[src/rtl/cfgport_pkg.sv]
package cfgport_pkg;

  localparam int unsigned CFG_W = 32;

  // Internal addresses of the constant table
  localparam logic [CFG_W-1:0] IA_PLL   = 32'h0000_0060;
  localparam logic [CFG_W-1:0] IA_BUSD  = 32'h0000_0080;
  localparam logic [CFG_W-1:0] IA_OPBD  = 32'h0000_00C0;
  localparam logic [CFG_W-1:0] IA_PERD  = 32'h0000_00E0;
  localparam logic [CFG_W-1:0] IA_AHBD  = 32'h0000_0100;

  // Constant contents
  localparam logic [CFG_W-1:0] CV_PLL   = {8'hB5, 8'h01, 8'h09, 8'h00};
  localparam logic [CFG_W-1:0] CV_BUSD  = {8'h05, 24'h0};
  localparam logic [CFG_W-1:0] CV_OPBD  = {8'h02, 24'h0};
  localparam logic [CFG_W-1:0] CV_UNITY = {8'h01, 24'h0};

endpackage

[src/rtl/cfg_rst_sync.sv]
module cfg_rst_sync #(
  parameter int unsigned STAGES = 2
) (
  input  logic clk,
  input  logic rst_n,
  output logic rst_s_n
);
  logic [STAGES-1:0] chain_q;

  generate
    for (genvar i = 0; i < STAGES; i++) begin : g_stage
      if (i == 0) begin : g_first
        always_ff @(posedge clk or negedge rst_n) begin
          if (!rst_n) chain_q[i] <= 1'b0;
          else        chain_q[i] <= 1'b1;
        end
      end else begin : g_next
        always_ff @(posedge clk or negedge rst_n) begin
          if (!rst_n) chain_q[i] <= 1'b0;
          else        chain_q[i] <= chain_q[i-1];
        end
      end
    end
  endgenerate

  assign rst_s_n = chain_q[STAGES-1];
endmodule

[src/rtl/cfg_ptr_reg.sv]
module cfg_ptr_reg #(
  parameter int unsigned DATA_W = 32
) (
  input  logic              clk,
  input  logic              rst_n,
  input  logic              we,
  input  logic [DATA_W-1:0] wdata,
  output logic [DATA_W-1:0] ptr
);
  logic [DATA_W-1:0] ptr_q, ptr_d;

  always_comb begin
    ptr_d = ptr_q;
    if (we) ptr_d = wdata;
  end

  always_ff @(posedge clk or negedge rst_n) begin
    if (!rst_n) ptr_q <= '0;
    else        ptr_q <= ptr_d;
  end

  assign ptr = ptr_q;

  AST_PTR_LOAD: assert property (@(posedge clk) disable iff (!rst_n)
    we |=> ptr == $past(wdata));
  AST_PTR_HOLD: assert property (@(posedge clk) disable iff (!rst_n)
    !we |=> $stable(ptr));
endmodule

[src/rtl/cfg_const_table.sv]
module cfg_const_table
  import cfgport_pkg::*;
#(
  parameter int unsigned DATA_W = 32
) (
  input  logic [DATA_W-1:0] addr,
  output logic [DATA_W-1:0] value
);
  logic [CFG_W-1:0] addr_w;
  logic [CFG_W-1:0] val_w;

  generate
    if (DATA_W >= CFG_W) begin : g_wide
      assign addr_w = addr[CFG_W-1:0];
      if (DATA_W > CFG_W) begin : g_pad
        logic hi_zero;
        assign hi_zero = (addr[DATA_W-1:CFG_W] == '0);
        assign value = hi_zero ? {{(DATA_W-CFG_W){1'b0}}, val_w} : '0;
      end else begin : g_eq
        assign value = val_w;
      end
    end else begin : g_narrow
      assign addr_w = {{(CFG_W-DATA_W){1'b0}}, addr};
      assign value  = val_w[DATA_W-1:0];
    end
  endgenerate

  always_comb begin
    unique case (addr_w)
      IA_PLL:           val_w = CV_PLL;
      IA_BUSD:          val_w = CV_BUSD;
      IA_OPBD:          val_w = CV_OPBD;
      IA_PERD, IA_AHBD: val_w = CV_UNITY;
      default:          val_w = '0;
    endcase
  end
endmodule

[src/rtl/indirect_cfg_port.sv]
module indirect_cfg_port
  import cfgport_pkg::*;
#(
  parameter int unsigned RNUM_W   = 10,
  parameter int unsigned DATA_W   = 32,
  parameter int unsigned PTR_NUM  = 'h00C,
  parameter int unsigned WIN_NUM  = 'h00D,
  parameter int unsigned SYNC_STG = 2
) (
  input  logic              clk,
  input  logic              rst_n,
  input  logic [RNUM_W-1:0] reg_num,
  input  logic              wr_stb,
  input  logic [DATA_W-1:0] wr_data,
  input  logic              rd_stb,
  output logic [DATA_W-1:0] rd_data
);
  localparam logic [RNUM_W-1:0] PTR_SEL = RNUM_W'(PTR_NUM);
  localparam logic [RNUM_W-1:0] WIN_SEL = RNUM_W'(WIN_NUM);

  logic              rst_s_n;
  logic              hit_ptr, hit_win;
  logic              ptr_we;
  logic [DATA_W-1:0] ptr_q;
  logic [DATA_W-1:0] tbl_val;
  logic [DATA_W-1:0] rd_d, rd_q;

  cfg_rst_sync #(.STAGES(SYNC_STG)) u_rst (
    .clk     (clk),
    .rst_n   (rst_n),
    .rst_s_n (rst_s_n)
  );

  assign hit_ptr = (reg_num == PTR_SEL);
  assign hit_win = (reg_num == WIN_SEL);
  assign ptr_we  = wr_stb & hit_ptr;

  cfg_ptr_reg #(.DATA_W(DATA_W)) u_ptr (
    .clk   (clk),
    .rst_n (rst_s_n),
    .we    (ptr_we),
    .wdata (wr_data),
    .ptr   (ptr_q)
  );

  cfg_const_table #(.DATA_W(DATA_W)) u_tbl (
    .addr  (ptr_q),
    .value (tbl_val)
  );

  always_comb begin
    rd_d = '0;
    if (rd_stb) begin
      if (hit_ptr)      rd_d = ptr_q;
      else if (hit_win) rd_d = tbl_val;
    end
  end

  always_ff @(posedge clk or negedge rst_s_n) begin
    if (!rst_s_n) rd_q <= '0;
    else          rd_q <= rd_d;
  end

  assign rd_data = rd_q;

  AST_IDLE_ZERO: assert property (@(posedge clk) disable iff (!rst_s_n)
    !rd_stb |=> rd_data == '0);
  AST_PTR_READ: assert property (@(posedge clk) disable iff (!rst_s_n)
    (rd_stb && hit_ptr) |=> rd_data == $past(ptr_q));
  AST_PLL_WORD: assert property (@(posedge clk) disable iff (!rst_s_n)
    (rd_stb && hit_win && ptr_q == DATA_W'(IA_PLL)) |=> rd_data == DATA_W'(CV_PLL));
  AST_UNDECODED_ZERO: assert property (@(posedge clk) disable iff (!rst_s_n)
    (rd_stb && !hit_ptr && !hit_win) |=> rd_data == '0);
  AST_WIN_WR_KEEPS_PTR: assert property (@(posedge clk) disable iff (!rst_s_n)
    (wr_stb && hit_win) |=> $stable(ptr_q));
endmodule

[config.mk]
export PLATFORM = sky130hd
export DESIGN_NAME = indirect_cfg_port
export DESIGN_NICKNAME = d
export VERILOG_FILES = /design/src/rtl/cfgport_pkg.sv /design/src/rtl/cfg_rst_sync.sv /design/src/rtl/cfg_ptr_reg.sv /design/src/rtl/cfg_const_table.sv /design/src/rtl/indirect_cfg_port.sv
export SDC_FILE = /design/constraint.sdc
export NUM_CORES = 1
export LEC_CHECK = 0
export BUFFER_PORTS_ARGS = -buffer_cell sky130_fd_sc_hd__buf_2
export CAP_MARGIN = 30
export CELL_PAD_IN_SITES_DETAIL_PLACEMENT = 2
export CELL_PAD_IN_SITES_GLOBAL_PLACEMENT = 2
export CORE_UTILIZATION = 34
export DETAILED_ROUTE_END_ITERATION = 8
export PLACE_DENSITY = 0.74
export RECOVER_POWER = 100
export SLEW_MARGIN = 20
export SYNTH_ARGS = -nofsm -noshare
export SYNTH_HDL_FRONTEND = slang
export SYNTH_SLANG_ARGS = --single-unit
[constraint.sdc]
create_clock -name clk -period 2.5 [get_ports clk]
set_clock_uncertainty 0.15 [all_clocks]
set_input_delay 0.375 -clock clk [delete_from_list [all_inputs] [get_ports clk]]
set_output_delay 0.375 -clock clk [all_outputs]
set_load 0.1 [all_outputs]
==> flow_summary_export.csv, run 1 <==
group,metric,value,unit
run_status,status,"finished with violations",
run_status,failed_checks,"capacitance limit, slew limit",
critical_path,worst_setup_path_start_kind,"flip-flop",
floorplan,num_rows,31,
timing,slew_headroom,-2.891,%
min_path,worstHoldStart,"wr_data[14]",
detailed_routing,dr_wl_met2,3169,um
detailed_routing,dr.pass1.iters,4,
global_routing,grt.total_usage,16.58,%
clocking,cts.sinks,66,
detailed_routing,drc,0,
critical_path,end_kind,"flip-flop",
yosys,netlist_instances,175,
global_routing,antenna_found_initial,0,
flow_run,drv_cap,1,
clocking,clock_latency,0.34,ns
detailed_routing,postRouteAntennaNets,0,
finish,drive_gt1_share,26.79,%
pwr,powerDensity,699.9,nW/um^2
floorplan,ios,78,
min_path,min_path_type,"in2reg",
detailed_routing,vias,1711,
timing,worstMarginPinSlew,1.543,ns
detailed_routing,wl_met3,317,um
yosys,synth_edf_count,0,
yosys,synth_top_area_share,62.62,%
clocking,htreeDepth,3,
timing,maxSlewViolCount,65,
clocking,cts-root-buf,"clkbuf_8",
floorplan,dieHeight,90.08,um
detailed_routing,wl_per_cell,17.13,um
yosys,synthArstFlopShare,100.0,%
yosys,synthTopCellsByArea,"dfrtp_1 (63%), mux2_4 (17%), and2_1 (5.5%)",
pwr,finalPower,2237,uW
yosys,synth.avg_cell_area,15.07,um^2
yosys,synth.cell_area,2638,um^2
global_routing,grt_max_degree,65,
detailed_routing,met1_length,2690,um
yosys,yosysSeqAreaShare,62.62,%
global_routing,grt_pass1_vias,1879,
critical_path,crit_required,2.60,ns
timing,finalSetupTns,0,ns
pwr,max-vdd-ir-drop,0.0002814,V
clocking,tritoncts,"yes",
timing,fin_crit_sh,86.93,%
yosys,ys_warn_count,0,
timing,period_minus_slack,2.173,ns
detailed_routing,top_layer,"met4",
timing,rsz0062_at_grt,"false",
yosys,ys_types,29,
clocking,clockBufferDepth,2,
critical_path,path_class,"reg2reg",
timing,setup_viol,0,
clocking,clkTransAtPathRegs,0.08,ns
finish,final_cell_mix,"dfrtp_1 (65), buf_2 (44), clkbuf_1 (34)",
finish,area_growth,21.16,%
global_routing,grt_pass1_wl,10190,um
place,placed_area,3143,um^2
floorplan,die-area,8114,um^2
floorplan,core,7370,um^2
finish,final_common_cell,"dfrtp_1",
clocking,cts_made_buffers,9,
finish,nets,306,
place,io_buffers,77,
place,hpwl,4364,um
critical_path,crit_arrival,2.27,ns
timing,finalHoldViolations,0,
yosys,synth-main-ff-cell,"dfrtp_1",
critical_path,r2r-start,"u_ptr.ptr[27]",
timing,fmax,0.4601,GHz
place,gp_congestion,0.6778,
detailed_routing,drt-initial-drc-count,88,
floorplan,start_util,35.79,%
detailed_routing,avgViaCountPerCell,4.701,
finish,diodes,0,
finish,fin_area,3196,um^2
yosys,synth_seq_cells,66,
critical_path,setup.worst_path.start,"u_ptr.ptr[27]",
detailed_routing,routed_wl,6237,um
floorplan,die_w,90.08,um
critical_path,crit_fanout,6,
yosys,synth_area_leader_cell,"dfrtp_1",
global_routing,grt.overflow.total,0,
pwr,leakagePower,0.001647,uW
yosys,synthesis.nets,221,
[layout make-up]
| cell class | instances | area, um^2 |
|---|---|---|
| Tap cell | 99 | 123.9 |
| Fill cell | 794 | 4174 |
| Inverter | 1 | 3.754 |
| Sequential cell | 66 | 1653 |
| Clock inverter | 7 | 117.6 |
| Clock buffer | 9 | 123.9 |
| Multi-Input combinational cell | 100 | 798.3 |
| Timing Repair Buffer | 82 | 375.4 |
[through the flow]
| step | std cells | hold WS [ns] | util (%) | setup slack [ns] |
|---|---|---|---|---|
| finish | 364 | 0.1010 | 43.36 | 0.3267 |
| global route | 364 | 0.08989 | 43.36 | 0.2077 |
| CTS | 364 | 0.1043 | 46.06 | 0.3066 |
| detailed placement | 347 | 0.01682 | 42.65 | 0.2760 |
| global placement | 347 | 0.009731 | 42.65 | 0.3232 |
| floorplan | 175 | -0.07059 | - | 0.3761 |
[power by group]
part / total, uW / internal [uW] / switching [uW]
combinational: 81.9 / 37.6 / 44.3
sequential: 1080 / 1080 / 8.07
clock: 1070 / 662 / 408
[state kept, by name, summed over array words and instances (netlist names)]
signal	flops
u_rst.chain_q	1
u_ptr.ptr	32
rd_data	32
u_rst.rst_s_n	1
[cells by family (layout without fill, tap and decap cells)]
| group | after synthesis | in the layout | share of synthesized area [%] |
|---|---|---|---|
| simple gates | 55 | 55 | 13.90 |
| mux | 32 | 32 | 17.93 |
| flops | 66 | 66 | 62.62 |
| other cells | 1 | 1 | 0.1422 |
| xor+xnor | 1 | 1 | 0.3321 |
| buf+inv | 9 | 99 | 2.419 |
| compound gates | 11 | 11 | 2.657 |
[path summary, 6_finish.rpt]
check                                end  slack [ns]  cells past startpoint
max in group asynchronous  u_ptr.ptr[15]        0.70                      1
min in group asynchronous  u_rst.rst_s_n        0.20                      2
setup / recovery             rd_data[31]        0.33                      4
hold / removal             u_ptr.ptr[14]        0.10                      2
hold reg to reg            u_rst.rst_s_n        0.21                      0
setup reg to reg             rd_data[31]        0.33                      4
[synth_stat cells, types with 2 or more instances]
cell,number
mux2_4,30
nor4_1,7
nor2_1,8
a21oi_1,7
clkbuf_1,3
and2_1,23
nand3_1,2
mux2_2,2
buf_6,4
dfrtp_1,66
nand3b_1,3
nor4bb_1,2
a22o_1,2
[metal layers]
metal / track usage (%) / vias to the layer above
met5: 0 / -
met4: 5.645 / 0
met3: 4.738 / 6
met2: 28.63 / 52
met1: 19.75 / 870
li1: - / 783
[worst max-delay path, cell delays in order, from the launching register on]
cell and delay (ns):
dfrtp_1 0.40, nor4b_1 0.42, nand3_1 0.19, or4_1 0.68, a21oi_1 0.25
[what timing repair did]
item,4_1_cts,5_1_grt
buffers inserted,0,0
hold buffers,1,0
endpoints found under the setup margin,0,0
gates resized for setup,0,0
hold endpoints to repair,2,0
Power figures use the tool's default switching activity.
==> run 2: changes to the inputs <==
- CELL_PAD_IN_SITES_DETAIL_PLACEMENT: 2 -> not set
- CELL_PAD_IN_SITES_GLOBAL_PLACEMENT: 2 -> not set
- CORE_UTILIZATION: 34 -> 51
- PLACE_DENSITY: 0.74 -> 0.75
==> flow_summary_export.csv, run 2 (synthesis gave the netlist of run 1 again) <==
group,metric,value,unit
critical_path,crit_required,1.98,ns
pwr,leakagePower,0.001640,uW
floorplan,start_util,54.40,%
place,io_buffers,77,
pwr,max-vdd-ir-drop,0.0003128,V
timing,finalHoldViolations,0,
run_status,status,"finished, final reports clean",
timing,slew_headroom,20.47,%
timing,worstMarginPinSlew,1.198,ns
clocking,clock_latency,0.33,ns
critical_path,worst_setup_path_start_kind,"flip-flop",
pwr,powerDensity,669.5,nW/um^2
floorplan,dieHeight,73.92,um
pwr,pwr-share-comb,3.4,%
pwr,finalPower,2100,uW
finish,utilization,64.70,%
place,gp_congestion,0.7636,
min_path,min_path_type,"in2reg",
timing,maxSlewViolCount,0,
global_routing,grt_pass1_wl,7969,um
critical_path,slowest_stage,"clkbuf_1",
detailed_routing,drt-initial-drc-count,110,
place,placed_area,3085,um^2
clocking,cts_resized,0,
floorplan,num_rows,25,
finish,fin_area,3137,um^2
clocking,cts-root-buf,"clkbuf_8",
critical_path,crit_family,"buffers and inverters",
global_routing,grt_pass1_vias,1609,
timing,rsz0062_at_grt,"false",
pwr,pwr-share-clk,44.5,%
clocking,cts.sinks,66,
global_routing,grt_max_degree,31,
detailed_routing,postRouteAntennaNets,0,
clocking,clkTransAtPathRegs,0.07,ns
critical_path,crit_chain,"clkbuf_1",
timing,setup_viol,0,
critical_path,slowest_delay,0.87,ns
pwr,pwr-share-seq,52.1,%
critical_path,crit_fanout,1,
pwr,p_sw_share,21.16,%
critical_path,path_class,"reg2out",
finish,final_common_cell,"dfrtp_1",
floorplan,die-area,5463,um^2
global_routing,antenna_found_initial,0,
global_routing,grt.overflow.total,0,
clocking,htreeDepth,3,
critical_path,crit_arrival,1.55,ns
detailed_routing,dr.pass1.iters,4,
timing,finalSetupTns,0,ns
clocking,cts_made_buffers,9,
finish,drive_gt1_share,27.07,%
detailed_routing,vias,1627,
clocking,tritoncts,"yes",
detailed_routing,avgViaCountPerCell,4.886,
timing,fmax,0.4815,GHz
critical_path,end_kind,"output pin",
detailed_routing,wl_per_cell,14.87,um
finish,final_cell_mix,"dfrtp_1 (66), buf_2 (44), clkbuf_1 (35)",
global_routing,grt.total_usage,20.44,%
pwr,netSwitchingPower,444.4,uW
timing,period_minus_slack,2.077,ns
critical_path,cp_num_buf_inv,1,
detailed_routing,drc,0,
floorplan,die_w,73.92,um
flow_run,drv_cap,0,
clocking,clockBufferDepth,2,
detailed_routing,routed_wl,4952,um
timing,fin_crit_sh,83.08,%
finish,nets,307,
finish,area_growth,18.93,%
pwr,intPower,1656,uW
floorplan,ios,78,
place,hpwl,3557,um
finish,diodes,0,
finish,fillCellCount,407,
floorplan,core,4848,um^2
## run 2: metrics by stage
stage | worst slack (ns) | cells | hold WS (ns)
after detailed placement | 0.2725 | 316 | 0.01382
final | 0.4231 | 333 | 0.1041
after floorplan | 0.3761 | 175 | -0.07059
after global routing | 0.3330 | 333 | 0.09967
after global placement | 0.3027 | 316 | 0.01211
after CTS | 0.5056 | 333 | 0.1087
## run 2: final cells by class
class | count | area, um^2 | share of cell area, %
timing repair buffer | 83 | 376.6 | 12.01
tap | 67 | 83.83 | 2.673
multi-input combinational | 100 | 807.0 | 25.73
sequential | 66 | 1652 | 52.65
clock inverter | 4 | 48.80 | 1.556
inverter | 1 | 3.754 | 0.1197
clock buffer | 12 | 165.2 | 5.265
## run 2: metal layers
metal / global-route usage, % / vias to the layer above / wire length, um
li1: - / 783 / -
met4: 7.051 / 0 / 68
met5: 0 / - / 0
met3: 5.898 / 6 / 210
met2: 30.91 / 58 / 2314
met1: 28.41 / 780 / 2358
## run 2: power by group through the flow
stage	logic, uW	registers [uW]	clock network, uW
floorplan	25.3	1120	0
global placement	79.8	1110	0
detailed placement	81.2	1110	0
CTS	82.5	1090	949
global route	80.1	1100	999
finish	71.6	1090	935
## run 2: what timing repair did
| item | 4_1_cts | 5_1_grt |
|---|---|---|
| setup buffers | 0 | 0 |
| endpoints found under the hold margin | 2 | 0 |
| hold buffers | 1 | 0 |
## run 2: final timing paths
path                                   from               end  slack [ns]  cells after the start
max                             rd_data[28]       rd_data[28]        0.42                      1
min                             wr_data[20]     u_ptr.ptr[20]        0.10                      2
max reg2reg                   u_ptr.ptr[18]       rd_data[29]        0.50                      4
min reg2reg                u_rst.chain_q[0]     u_rst.rst_s_n        0.20                      0
max in group asynchronous     u_rst.rst_s_n        rd_data[3]        0.69                      1
min in group asynchronous             rst_n  u_rst.chain_q[0]        0.20                      2
==> run 3: changes to the inputs <==
- ABC_AREA: not set -> 1
- CORE_UTILIZATION: 51 -> 46
- PLACE_DENSITY: 0.75 -> 0.71
- clock period: 2.5 -> 1.8 ns (I/O delays scaled with it)
==> flow_summary_export.csv, run 3 <==
group,metric,value,unit
run_status,status,"finished, final reports clean",
global_routing,grt_pass1_vias,2219,
finish,nets,462,
critical_path,end_kind,"flip-flop",
finish,final_cell_mix,"nand2_1 (98), dfrtp_1 (65), nor2_1 (56)",
finish,area_growth,23.94,%
critical_path,crit_arrival,1.69,ns
detailed_routing,drc,0,
detailed_routing,avgViaCountPerCell,4.694,
floorplan,dieHeight,79.38,um
place,dp_cells,475,
timing,slew_headroom,44.85,%
global_routing,grt.total_usage,20.62,%
clocking,cts-root-buf,"clkbuf_8",
yosys,ys_warn_count,0,
place,place_ws,0.2348,ns
detailed_routing,drt-initial-drc-count,122,
finish,multi_input_comb_area,864.6,um^2
floorplan,start_util,48.81,%
yosys,yosysSeqAreaShare,59.97,%
floorplan,die_w,79.38,um
flow_run,drv_cap,0,
yosys,synth_top_area_share,59.97,%
pwr,max-vdd-ir-drop,0.0005978,V
critical_path,crit_fanout,16,
finish,stdcell_count,493,
clocking,htreeDepth,3,
finish,drive_gt1_share,23.52,%
yosys,synth-main-ff-cell,"dfrtp_1",
timing,rsz0062_at_grt,"false",
timing,worst_slack,0.2347,ns
clocking,cts.sinks,66,
floorplan,die-area,6300,um^2
place,io_buffers,77,
critical_path,path_class,"in2reg",
floorplan,num_rows,27,
global_routing,grt_max_degree,65,
yosys,synth.cell_area,2754,um^2
yosys,synth.avg_cell_area,8.345,um^2
place,hpwl,4198,um
detailed_routing,routed_wl,5853,um
finish,fillCellCount,510,
finish,final_common_cell,"nand2_1",
yosys,synth_seq_cells,66,
clocking,postCtsSetupRepairBufs,0,
place,gp_congestion,0.8023,
clocking,cts_made_buffers,9,
timing,setup_viol,0,
timing,hold_slack,0.006853,ns
global_routing,grt_pass1_wl,9611,um
critical_path,crit_required,1.93,ns
timing,period_minus_slack,1.565,ns
clocking,clock_latency,0.34,ns
yosys,ys_types,16,
global_routing,antenna_found_initial,0,
yosys,synth.top_cells.by_count,"nand2_1 (96), dfrtp_1 (66), nor2_1 (56)",
detailed_routing,postRouteAntennaNets,0,
finish,layout.area.seq,1653,um^2
detailed_routing,dr.pass1.iters,4,
detailed_routing,vias,2314,
clocking,cts_resized,0,
yosys,synthesis.nets,376,
yosys,synthArstFlopShare,100.0,%
yosys,synthTopCellsByArea,"dfrtp_1 (60%), nand2_1 (13%), nor2_1 (7.6%)",
floorplan,core,5642,um^2
timing,finalSetupTns,0,ns
clocking,tritoncts,"yes",
clocking,clockBufferDepth,2,
critical_path,worst_setup_path_start_kind,"input port",
finish,diodes,0,
timing,worstMarginPinSlew,0.8273,ns
timing,fin_crit_sh,86.96,%
global_routing,grt.overflow.total,0,
timing,fmax,0.6389,GHz
timing,maxSlewViolCount,0,
pwr,powerDensity,831.1,nW/um^2
yosys,yosysMostFrequentCell,"nand2_1",
detailed_routing,wl_per_cell,11.87,um
min_path,min_path_type,"in2reg",
yosys,synth_edf_count,0,
pwr,leakagePower,0.001996,uW
pwr,finalPower,2837,uW
yosys,netlist_instances,330,
yosys,synth_area_leader_cell,"dfrtp_1",
timing,finalHoldViolations,0,
floorplan,ios,78,
clocking,clkTransAtPathRegs,0.07,ns
[run 3: cell types whose count changed after synthesis, moves of 23 or more]
cell	change
inv_1	+40
nand2_1	+96
and2_1	-23
nor2_1	+48
nand3_1	+39
mux2_4	-30
[run 3: power breakdown]
part	internal, uW	total, uW	switching, uW
combinational	59.9	151	91.4
sequential	1500	1510	9.33
clock	630	1180	551
[run 3: path summary, 6_finish.rpt]
kind	startpoint	depth (start not counted)	to	slack, ns
min	wr_data[13]	3	u_ptr.ptr[13]	0.007
min in group asynchronous	rst_n	2	u_rst.chain_q[0]	0.10
max in group asynchronous	u_rst.rst_s_n	1	rd_data[11]	0.63
max	reg_num[1]	9	u_ptr.ptr[16]	0.23
max reg2reg	u_ptr.ptr[20]	7	rd_data[31]	0.28
min reg2reg	u_rst.chain_q[0]	0	u_rst.rst_s_n	0.22
[run 3: final cells by class]
cell class              instances  area share (%)
flip-flops and latches         66           48.42
inverters                      43           4.729
clock inverters                 6           1.686
well taps                      72           2.639
repair buffers                 88           13.45
clock buffers                  10           3.739
multi-input cells             208           25.33
[run 3: logic make-up (layout without fill, tap and decap cells)]
logic type             Yosys count  after routing  synth area share (%)
and+or+nand+nor                201            201                 30.35
DFF                             66             66                 59.97
buffers and inverters           56            147                 8.451
AOI/OAI and AO/OA                6              6                 1.090
other                            1              1                0.1362
[run 3: metal layers]
metal  up-vias  wire [um]  global-route usage, %
met5         -          0                      0
met4         0        140                  12.18
met3        10        319                  4.343
met2        75       2717                  31.90
met1      1062       2675                  26.72
li1       1167          -                      -
[run 3: timing repair]
item / 4_1_cts / 5_1_grt
endpoints found under the setup margin: 0 / 0
hold buffers: 2 / 0
endpoints found under the hold margin: 3 / 0
[run 3: through the flow]
stage / util (%) / instance area [um^2]
floorplan: - / 2755
global placement: 57.42 / 3239
detailed placement: 57.42 / 3239
CTS: 61.06 / 3445
global route: 60.50 / 3413
finish: 60.50 / 3413
[run 3: critical path, cell delays in order]
cell and delay [ns]:
buf_2 0.09, inv_1 0.06, nand2_1 0.06, nor2_1 0.08
nand2_1 0.15, nor2_8 0.13, clkbuf_1 0.55, nand3_1 0.17
nand2_1 0.11
